<file path="config.mk">
export PLATFORM = sky130hd
export DESIGN_NAME = serial_byte_rx
export DESIGN_NICKNAME = d
export VERILOG_FILES = /design/src/rtl/serial_byte_rx.sv
export SDC_FILE = /design/constraint.sdc
export NUM_CORES = 1
export LEC_CHECK = 0
export BUFFER_PORTS_ARGS = -buffer_cell sky130_fd_sc_hd__buf_2
export CAP_MARGIN = 5
export CORE_ASPECT_RATIO = 0.8
export CORE_UTILIZATION = 50
export DETAILED_ROUTE_END_ITERATION = 16
export PLACE_DENSITY = 0.79
export SLEW_MARGIN = 10
export SYNTH_ARGS = -nofsm -noshare
export SYNTH_HDL_FRONTEND = slang
export SYNTH_SLANG_ARGS = --single-unit
</file>
<file path="constraint.sdc">
create_clock -name clk -period 3 [get_ports clk]
set_input_delay 0.6 -clock clk [delete_from_list [all_inputs] [get_ports clk]]
set_output_delay 0.6 -clock clk [all_outputs]
set_load 0.02 [all_outputs]
</file>
<file path="src/rtl/serial_byte_rx.sv">
module serial_byte_rx #(
  parameter int BYTE_W      = 8,
  parameter int SYNC_STAGES = 2
) (
  input  logic              clk,
  input  logic              rst_n,
  input  logic              cs_n,
  input  logic              sclk,
  input  logic              sdata,
  input  logic              rs,
  output logic [BYTE_W-1:0] byte_out,
  output logic              is_data,
  output logic              byte_valid
);
  localparam int CNT_W = $clog2(BYTE_W);
  localparam logic [CNT_W-1:0] LAST = CNT_W'(BYTE_W - 1);

  logic [SYNC_STAGES-1:0] cs_sy, ck_sy, sd_sy, rs_sy;
  logic cs_s, ck_s, sd_s, rs_s, ck_d, rise;
  logic [CNT_W-1:0]  cnt;
  logic [BYTE_W-1:0] shreg;
  logic [BYTE_W-1:0] next_sh;

  always_ff @(posedge clk or negedge rst_n) begin
    if (!rst_n) begin
      cs_sy <= '1;
      ck_sy <= '0;
      sd_sy <= '0;
      rs_sy <= '0;
      ck_d  <= 1'b0;
    end else begin
      cs_sy <= {cs_sy[SYNC_STAGES-2:0], cs_n};
      ck_sy <= {ck_sy[SYNC_STAGES-2:0], sclk};
      sd_sy <= {sd_sy[SYNC_STAGES-2:0], sdata};
      rs_sy <= {rs_sy[SYNC_STAGES-2:0], rs};
      ck_d  <= ck_s;
    end
  end

  assign cs_s    = cs_sy[SYNC_STAGES-1];
  assign ck_s    = ck_sy[SYNC_STAGES-1];
  assign sd_s    = sd_sy[SYNC_STAGES-1];
  assign rs_s    = rs_sy[SYNC_STAGES-1];
  assign rise    = ck_s & ~ck_d & ~cs_s;
  assign next_sh = {shreg[BYTE_W-2:0], sd_s};

  always_ff @(posedge clk or negedge rst_n) begin
    if (!rst_n) begin
      cnt        <= '0;
      shreg      <= '0;
      byte_out   <= '0;
      is_data    <= 1'b0;
      byte_valid <= 1'b0;
    end else begin
      byte_valid <= 1'b0;
      if (cs_s) begin
        cnt   <= '0;
        shreg <= '0;
      end else if (rise) begin
        shreg <= next_sh;
        if (cnt == LAST) begin
          cnt        <= '0;
          byte_out   <= next_sh;
          is_data    <= rs_s;
          byte_valid <= 1'b1;
        end else begin
          cnt <= cnt + 1'b1;
        end
      end
    end
  end
endmodule


</file>
==> metrics.md <==
| Metric | Value |
|---|---|
| Setup crit end kind | `register` |
| Maximum vdd drop | `0.000329 V` |
| WL per Instance | `12.0 microns` |
| Clk_lat worst skew | `310 ps` |
| Post-Syn Area | `about 1000 sq um` |
| Fin crit period | `roughly 1800 ps` |
| Core area | `around 1900 sq um` |
| Starting DRT DRC Count | `2` |
| Leakage | `0.000597 uW` |
| Hold_ws | `about 290 ps` |
| Startpoint Class | `register` |
| Status | `finished, final reports clean` |
| PwrDens | `about 560 nW/um^2` |
| Sequential fraction of the synthesis area | `0.700` |
| Setup bufs post-CTS | `0` |
| Post-DP HPWL | `between 900 and 1000 microns` |
| Final Cycle Share | `0.607` |
| R2r startpoint | `cnt[0]$_DFFE_PN0P_` |
| Met2 WL post-DR | `slightly below 700 microns` |
| Hold Crit Class | `input pin to async pin` |
| Share of layout cells above drive strength 1 | `0.354` |
| Crit path max fanout | `10` |
| RR Endpoint | `byte_out[6]$_DFFE_PN0P_` |
| Non-filler cells, final | `between 100 and 150` |
| Hold Buf Count CTS | `0` |
| Post-route ant nets | `0` |
| Initial core utilization | `0.540` |
| CTS tree | `yes` |
| Fmax | `roughly 550 MHz` |
| Syn avg cell area | `13.5 sq um` |
| CTS Buffer Depth | `2` |
| Clk slew on worst S/H paths | `90 ps` |
| Synth Flop Type | `dfrtp_1` |
| Vias in the first global route | `slightly below 600` |
| Final Setup Violations | `0` |
| Worst-case reg-to-reg path depth | `4` |
| Placed Cells | `112` |
| RSZ-0062 raised after global routing | `no` |
| Max-cap violation count | `0` |
| Gpl congestion | `between 0.6 and 0.7` |
| Crit path required time | `approximately 3200 ps` |
| Port bufs | `15` |
| Tot Pwr | `between 600 and 700 uW` |
| #FFs+latches synth | `29` |
| Area Growth Syn to Fin | `13.3%` |
| CP arrival | `~2000 ps` |
| Count leader, synth | `dfrtp_1` |
| CP Class | `register to register` |
| Root buf cell | `clkbuf_4` |
| Worst slew pin tran | `approximately 730 ps` |
| Post-synth net total | `85` |
| TritonCTS Sinks | `29` |
| Final Hold Vio Count | `0` |
| Setup_tns | `0 ps` |
| EDFF count, synth | `0` |
| Die area | `2270 sq um` |
| Cell row count | `14` |
| Largest net degree at the start of global routing | `30` |
| Number of antenna violations at the first check in global routing | `0` |
| Synth area leader | `dfrtp_1` |
| Total CTS buffers | `5` |
| Yosys cell types | `13` |
| # IOs | `16` |
| Mapped Cells | `77` |
| FF-to-FF setup slack | `1180 ps` |
| Most common library cells after synthesis | `dfrtp_1, nand2_1, a21oi_1, mux2_2` |
| Die X-Extent | `about 53 microns` |
| H-Tree Depth | `2` |
| Setup skew after layout | `~13 ps` |
| GRT Total Usage | `0.170` |
| Ys Warns | `0` |
| Max Slew Vio Count | `0` |
| Total grt overflow | `0` |
| DR WL met3 | `around 60 microns` |
| Die H | `42.8 microns` |
| DRT Pass-1 Iters | `2` |
| Ranking of synthesized cells by area | `dfrtp_1, mux2_2, nand2_1` |
| Met1 Wirelength | `a little under 700 microns` |
| Top cell type's share of synthesized area | `0.649` |
| Layout Nets | `just over 100` |
| First-pass GRT wire length | `roughly 2600 microns` |
| Share of flip-flops with an asynchronous set or reset | `1.00` |
| Number of diodes | `0` |
| Top Layer Used | `met3` |
| Via/cell ratio | `approximately 4.9` |
| Max-Slew Margin vs Limit | `0.509` |
| Total wire length after detailed routing | `around 1400 microns` |
| Total number of vias | `about 580` |
| Final Util | `0.612` |
| Resized Gates After CTS | `0` |
| Remaining DRCs | `0` |
-- registers in the layout (all words and copies together) (netlist names) --
register,count
byte_out,8
byte_valid,1
ck_d,1
ck_sy,2
cnt,3
cs_sy,2
is_data,1
rs_sy,2
sd_sy,2
shreg,7
-- metal layers --
metal  track usage  up-vias
met3        0.0753        0
met1         0.201      280
li1              -      286
met2         0.263       16
met5             0        -
met4        0.0789        0
-- power breakdown --
group	total, uW	internal, uW	switching, uW
combinational	19.2	5.93	13.2
sequential	406	400	5.97
clock	233	116	118
-- how the worst max path moves through the flow --
stage	from	end	slack, ps	cells after the start
finish	cnt[0]$_DFFE_PN0P_	byte_out[6]$_DFFE_PN0P_	1180	4
global route	cnt[0]$_DFFE_PN0P_	byte_out[6]$_DFFE_PN0P_	1050	4
CTS	cnt[0]$_DFFE_PN0P_	byte_out[6]$_DFFE_PN0P_	1160	4
detailed placement	cnt[0]$_DFFE_PN0P_	byte_out[6]$_DFFE_PN0P_	1200	4
global placement	cnt[0]$_DFFE_PN0P_	byte_out[0]$_DFFE_PN0P_	1230	4
floorplan	cnt[0]$_DFFE_PN0P_	byte_out[0]$_DFFE_PN0P_	1610	5
-- area by class of cell --
| cell class | instances | area, sq um |
|---|---|---|
| Tap cell | 24 | 30.0 |
| Clock buffer | 8 | 58.8 |
| Sequential cell | 29 | 728 |
| Fill cell | 170 | 747 |
| Multi-Input combinational cell | 44 | 288 |
| Timing Repair Buffer | 15 | 75.1 |
-- through the flow --
stage / instance area (sq um) / setup WS [ps]
6_report: 1180 / 1180
5_1_grt: 1180 / 1050
2_1_floorplan: 1040 / 1610
4_1_cts: 1180 / 1160
3_5_place_dp: 1120 / 1200
3_3_place_gp: 1120 / 1230
-- kinds of logic (layout without fill, tap and decap cells) --
logic type               count (synthesis)  after routing  synth area share
AO/OA/AOI/OAI                           10             10            0.0481
adder cells (fa/ha/maj)                  2              2            0.0240
AND/OR/NAND/NOR                         23             23             0.107
buffers and inverters                    4             23            0.0240
multiplexers                             9              9            0.0974
flip-flops                              29             29             0.700
-- critical path, stage by stage (launching register included) --
cell and delay, ps:
dfrtp_1 370, ha_1 160, ha_1 150, nor3b_2 610, mux2_2 410
-- placed cells by master, fill, tap and decap left out, drive strengths merged --
cell    netlist  final
buf           3     15
a21oi        10     10
dfrtp        27     27
dfstp         2      2
and2b         1      1
nand2b        1      1
nor3b         1      1
clkbuf        1      8
ha            2      2
or3           1      1
mux2          9      9
nand2        19     19
Power figures use the tool's default switching activity.
